===== config.mk =====
export PLATFORM = sky130hd
export DESIGN_NAME = fetch_break_seq
export DESIGN_NICKNAME = d
export VERILOG_FILES = /design/src/rtl/fbk_pkg.sv /design/src/rtl/fbk_match.sv /design/src/rtl/fbk_queue.sv /design/src/rtl/fbk_pend.sv /design/src/rtl/fetch_break_seq.sv
export SDC_FILE = /design/constraint.sdc
export NUM_CORES = 1
export LEC_CHECK = 0
export CAP_MARGIN = 30
export CORE_UTILIZATION = 30
export CTS_CLUSTER_DIAMETER = 40
export CTS_CLUSTER_SIZE = 24
export DETAILED_ROUTE_END_ITERATION = 8
export PLACE_DENSITY = 0.84
export SKIP_CTS_REPAIR_TIMING = 1
export SYNTH_ARGS = -nofsm -noshare
export SYNTH_HDL_FRONTEND = slang
export SYNTH_SLANG_ARGS = --single-unit

===== constraint.sdc =====
create_clock -name clk -period 2.1 [get_ports clk]
set_clock_uncertainty 0.1 [all_clocks]
set_input_delay 0.42 -clock clk [delete_from_list [all_inputs] [get_ports clk]]
set_output_delay 0.42 -clock clk [all_outputs]
set_load 0.1 [all_outputs]

===== src/rtl/fbk_pkg.sv =====
`timescale 1ns/1ps
package fbk_pkg;
  // operand size encoding of the per-channel bus-cycle setting
  typedef enum logic [1:0] {
    SZ_BYTE = 2'b00,
    SZ_WORD = 2'b01,
    SZ_LONG = 2'b10
  } size_e;

  // one queue slot per halfword of a fetch word
  localparam int SLOTS = 2;
endpackage


===== src/rtl/fbk_match.sv =====
`timescale 1ns/1ps
module fbk_match
  import fbk_pkg::*;
#(
  parameter int NCH = 2,
  parameter int AW  = 32
) (
  input  logic [NCH-1:0]    cfg_master,
  input  logic [NCH-1:0]    cfg_fetch,
  input  logic [NCH-1:0]    cfg_read,
  input  logic [2*NCH-1:0]  cfg_size,
  input  logic [NCH*AW-1:0] cfg_addr,
  input  logic [AW-1:0]     fetch_addr,
  output logic [NCH-1:0]    tag_lo,
  output logic [NCH-1:0]    tag_hi
);
  // bit 0 takes no part in an instruction address compare
  localparam logic [AW-1:0] HW_MASK = {{(AW-1){1'b1}}, 1'b0};

  logic [AW-1:0] addr_lo, addr_hi;
  assign addr_lo = {fetch_addr[AW-1:2], 1'b0, fetch_addr[0]};
  assign addr_hi = {fetch_addr[AW-1:2], 1'b1, fetch_addr[0]};

  for (genvar c = 0; c < NCH; c++) begin : g_ch
    logic [AW-1:0] ch_addr;
    logic          armed;
    assign ch_addr = cfg_addr[c*AW +: AW];
    assign armed   = cfg_master[c] & cfg_fetch[c] & cfg_read[c] &
                     (cfg_size[2*c +: 2] == SZ_WORD);
    assign tag_lo[c] = armed & (((ch_addr ^ addr_lo) & HW_MASK) == '0);
    assign tag_hi[c] = armed & (((ch_addr ^ addr_hi) & HW_MASK) == '0);
  end
endmodule


===== src/rtl/fbk_queue.sv =====
`timescale 1ns/1ps
module fbk_queue
  import fbk_pkg::*;
#(
  parameter int NCH = 2
) (
  input  logic           clk,
  input  logic           rst,
  input  logic           flush,
  input  logic           load,
  input  logic           start_hi,
  input  logic [NCH-1:0] tag_lo,
  input  logic [NCH-1:0] tag_hi,
  input  logic           pop,
  output logic           head_v,
  output logic [NCH-1:0] head_tag
);
  logic [SLOTS-1:0] v_q;
  logic [NCH-1:0]   tag_q [SLOTS];

  always_ff @(posedge clk) begin
    if (rst) begin
      v_q      <= '0;
      tag_q[0] <= '0;
      tag_q[1] <= '0;
    end else if (flush) begin
      v_q <= '0;
    end else if (load) begin
      if (start_hi) begin
        v_q      <= 2'b01;
        tag_q[0] <= tag_hi;
      end else begin
        v_q      <= 2'b11;
        tag_q[0] <= tag_lo;
        tag_q[1] <= tag_hi;
      end
    end else if (pop) begin
      v_q      <= {1'b0, v_q[1]};
      tag_q[0] <= tag_q[1];
    end
  end

  assign head_v   = v_q[0];
  assign head_tag = tag_q[0];
endmodule


===== src/rtl/fbk_pend.sv =====
`timescale 1ns/1ps
module fbk_pend #(
  parameter int NCH = 2
) (
  input  logic           clk,
  input  logic           rst,
  input  logic           ex_valid,
  input  logic           ex_noint,
  input  logic           head_v,
  input  logic [NCH-1:0] head_tag,
  input  logic [NCH-1:0] cfg_after,
  output logic           brk_req,
  output logic [NCH-1:0] brk_ch
);
  logic [NCH-1:0] pend_q, before_m, after_m, fire;

  assign before_m = head_v ? (head_tag & ~cfg_after) : '0;
  assign after_m  = head_v ? (head_tag &  cfg_after) : '0;
  assign fire     = pend_q | before_m;

  always_ff @(posedge clk) begin
    if (rst) begin
      pend_q  <= '0;
      brk_req <= 1'b0;
      brk_ch  <= '0;
    end else begin
      brk_req <= 1'b0;
      brk_ch  <= '0;
      if (ex_valid) begin
        if (ex_noint) begin
          pend_q <= pend_q | before_m | after_m;
        end else if (fire != '0) begin
          brk_req <= 1'b1;
          brk_ch  <= fire;
          pend_q  <= '0;        // the cancelled instruction's after-matches go
        end else begin
          pend_q  <= after_m;
        end
      end
    end
  end
endmodule


===== src/rtl/fetch_break_seq.sv =====
`timescale 1ns/1ps
module fetch_break_seq #(
  parameter int NCH = 2,
  parameter int AW  = 32
) (
  input  logic              clk,
  input  logic              rst,
  input  logic [NCH-1:0]    cfg_master,
  input  logic [NCH-1:0]    cfg_fetch,
  input  logic [NCH-1:0]    cfg_read,
  input  logic [2*NCH-1:0]  cfg_size,
  input  logic [NCH-1:0]    cfg_after,
  input  logic [NCH*AW-1:0] cfg_addr,
  input  logic              fetch_valid,
  input  logic [AW-1:0]     fetch_addr,
  input  logic              redirect,
  input  logic              ex_valid,
  input  logic              ex_noint,
  output logic              brk_req,
  output logic [NCH-1:0]    brk_ch
);
  logic [NCH-1:0] tag_lo, tag_hi, head_tag;
  logic           head_v;

  fbk_match #(.NCH(NCH), .AW(AW)) u_match (
    .cfg_master (cfg_master),
    .cfg_fetch  (cfg_fetch),
    .cfg_read   (cfg_read),
    .cfg_size   (cfg_size),
    .cfg_addr   (cfg_addr),
    .fetch_addr (fetch_addr),
    .tag_lo     (tag_lo),
    .tag_hi     (tag_hi)
  );

  fbk_queue #(.NCH(NCH)) u_queue (
    .clk      (clk),
    .rst      (rst),
    .flush    (redirect),
    .load     (fetch_valid),
    .start_hi (fetch_addr[1]),
    .tag_lo   (tag_lo),
    .tag_hi   (tag_hi),
    .pop      (ex_valid),
    .head_v   (head_v),
    .head_tag (head_tag)
  );

  fbk_pend #(.NCH(NCH)) u_pend (
    .clk       (clk),
    .rst       (rst),
    .ex_valid  (ex_valid),
    .ex_noint  (ex_noint),
    .head_v    (head_v),
    .head_tag  (head_tag),
    .cfg_after (cfg_after),
    .brk_req   (brk_req),
    .brk_ch    (brk_ch)
  );
endmodule


==> summary.md <==
| Metric | Value |
|---|---|
| Sequential cell area | `260 um2` |
| Core Region | `3720 um2` |
| Area Overhead vs Synth | `111%` |
| Post-synth EDFFs | `4` |
| Flop2flop setup slack | `0.87 ns` |
| ANT nets after route | `0` |
| Sw power | `0.204 mW` |
| Area after DPL | `2430 um2` |
| Horiz. Die Dim | `64.5 um` |
| # setup viols final | `0` |
| Routed len/inst | `12.7 um` |
| Root buffer cell | `clkbuf_8` |
| Commonest non-fill, non-tap cell in the layout | `clkdlybuf4s50_1` |
| Number of fillers in the final layout | `307` |
| RR Endpoint | `u_pend.pend_q[1]$_SDFFE_PP0P_` |
| Max-cap violations | `0` |
| Final hold viol count | `0` |
| Clock tree from TritonCTS | `done` |
| Final #Nets | `379` |
| Worst path depth | `7` |
| Seq/Total Area, Yosys | `0.222` |
| Initial DRC Count | `16` |
| CP max stage cell | `clkdlybuf4s50_1` |
| Hold slack | `0.376 ns` |
| Gate power share | `0.470` |
| Die H | `64.5 um` |
| Top FF cell, synth | `dfxtp_1` |
| CP delay by family, top | `buffers and inverters` |
| Peak Freq | `505 MHz` |
| Diode count | `0` |
| Sw Ratio | `0.242` |
| Share of cells above drive strength 1 | `0.0758` |
| Post-Syn Area | `1170 um2` |
| Die area | `4170 um2` |
| Largest stage delay on the critical path | `0.51 ns` |
| Outcome | `finished, final reports clean` |
| Crit path kind | `in -> reg` |
| Drt drc | `0` |
| CTS buffer count | `3` |
| RSZ-0062 raised after global routing | `false` |
| Power share of the clock group | `0.255` |
| Number of H-tree levels | `1` |
| Setup Slack @ Placement | `-0.126 ns` |
| Starting Density | `0.316` |
| Critical Path Sink Type | `register` |
| Area of the multi-input gates | `891 um2` |
| CP startpoint kind | `primary input` |
| Crit-path max FO | `2` |
| Most frequent cells in the layout | `clkdlybuf4s50_1 (110), xnor2_1 (52), nand4_1 (14), buf_4 (14)` |
| Mean area per synthesized cell | `8.57 um2` |
| Post-DP HPWL | `3710 um` |
| Syn nets | `251` |
| Num Clock Sinks | `11` |
| WP data required | `2.10 ns` |
| Yosys warning total | `0` |
| Design internal power | `0.637 mW` |
| Count of mapped cells out of synthesis | `137` |
| Worst setup path startpoint | `fetch_addr[8]` |
| All-layer global routing usage | `0.198` |
| Tcrit/Tclk final | `0.943` |
| Worst Hold Launch | `u_pend.pend_q[0]$_SDFFE_PP0P_` |
| Vias in the first global route | `1,487` |
| Synth cell types | `30` |
| R2R depth | `4` |
| Sum of buffers and inverters on the critical path | `2` |
| Leakage | `0.871 nW` |
| Worst hold path class | `reg -> reg` |
| Final setup margin | `0.120 ns` |
| R2r startpoint | `u_queue.v_q[0]$_SDFFE_PP0P_` |
| Synth async-reset ratio | `0` |
| Post-route cell area | `2480 um2` |
| Peak VDD IR | `187 uV` |
| Num ports | `117` |
| #FFs+latches synth | `11` |
| Critical path arrival | `1.98 ns` |
| DR vias | `1,459` |
| Seq pwr share | `0.275` |
| Worst-Skew Late Latency | `0.24 ns` |
| GRT overflow | `0` |
| Clk slew on worst S/H paths | `0.05 ns` |
| Drt pass-1 iters | `4` |
| CP endpoint | `u_queue.tag_q[0][1]$_DFFE_PP_` |
| GPL Wtd Cong | `0.910` |
| Slew HR | `0.741` |
| DR vias/cell | `4.68` |
| Slew @ Worst Pin | `0.385 ns` |
| Fin crit period | `1.98 ns` |
| Cell Rows | `22` |
| Power Density | `339 nW/um2` |
| Slew Limit Fails | `0` |
| Initial antenna violation count | `0` |
| Clock Tree Buf Depth | `2` |
| Largest net degree at the start of global routing | `9` |
| PortBufs | `113` |
| Routed WL | `3970 um` |
| First-pass GRT wire length | `6120 um` |
| CP Cell Sequence | `clkdlybuf4s50_1, xnor2_1, nand4_1, nor4_1, buf_4, nand3_1, o21ai_1` |
-- power groups by stage --
stage / registers [mW] / clock network, mW / logic [mW]
global route: 0.232 / 0.229 / 0.423
finish: 0.231 / 0.214 / 0.395
detailed placement: 0.235 / 0 / 0.397
CTS: 0.231 / 0.219 / 0.398
global placement: 0.235 / 0 / 0.390
floorplan: 0.236 / 0 / 0.127
-- layer usage --
metal | routed length (um) | track usage | up-vias
li1 | - | - | 740
met1 | 1280 | 0.159 | 628
met2 | 2170 | 0.400 | 77
met3 | 364 | 0.0722 | 14
met4 | 158 | 0.111 | 0
met5 | 0 | 0 | -
-- registers in the layout (all words and copies together), names as in the netlist --
register and flops:
u_queue.tag_q 4, u_pend.brk_ch 2, u_pend.pend_q 2, u_pend.brk_req 1, u_queue.v_q 2
-- worst min path at each step --
stage / to / cells after the start / slack (ns)
after floorplan: u_pend.pend_q[0]$_SDFFE_PP0P_ / 2 / 0.34
after global placement: u_pend.pend_q[0]$_SDFFE_PP0P_ / 2 / 0.35
after detailed placement: u_pend.pend_q[1]$_SDFFE_PP0P_ / 2 / 0.37
after CTS: u_pend.pend_q[0]$_SDFFE_PP0P_ / 2 / 0.38
after global routing: u_pend.pend_q[0]$_SDFFE_PP0P_ / 2 / 0.40
final: u_pend.pend_q[0]$_SDFFE_PP0P_ / 2 / 0.38
-- cells by family (layout without fill, tap and decap cells) --
group                  after synthesis  in the layout  synth area share
XOR/XNOR                            61             61             0.455
AO/OA/AOI/OAI                       11             11            0.0640
buffers and inverters                5            132            0.0192
flip-flops                          11             11             0.222
AND/OR/NAND/NOR                     49             49             0.240
-- cells in the mapped netlist, types with 2 or more instances --
cell type  number  area, um2
nand4_1        14       87.6
inv_1           4       15.0
nand2_1         5       18.8
a31oi_1         4       25.0
nand3_1         2       10.0
dfxtp_1         7        140
edfxtp_1        4        120
xnor2_1        52        455
xor2_1          9       78.8
nor3_1          9       45.0
nor4_1          4       25.0
nor2_1          5       18.8
-- metrics by stage --
stage,utilization,power (mW),instances,TNS (ns)
6_report,0.667,0.840,312,0
2_1_floorplan,-,0.362,137,0
5_1_grt,0.667,0.884,312,0
4_1_cts,0.667,0.849,312,0
3_5_place_dp,0.655,0.632,308,-0.442
3_3_place_gp,0.655,0.625,308,-0.332
-- final cells by class --
class                   count  area share
flip-flops and latches     11       0.105
clock buffers               4      0.0182
well taps                  48      0.0242
multi-input cells         121       0.360
repair buffers            124       0.487
inverters                   4     0.00606
-- tightest hold or removal path: stages (launching register included) --
cell	delay [ns]
dfxtp_1	0.32
a31oi_1	0.04
nor2_1	0.07
(Power assumes the default switching activity.)
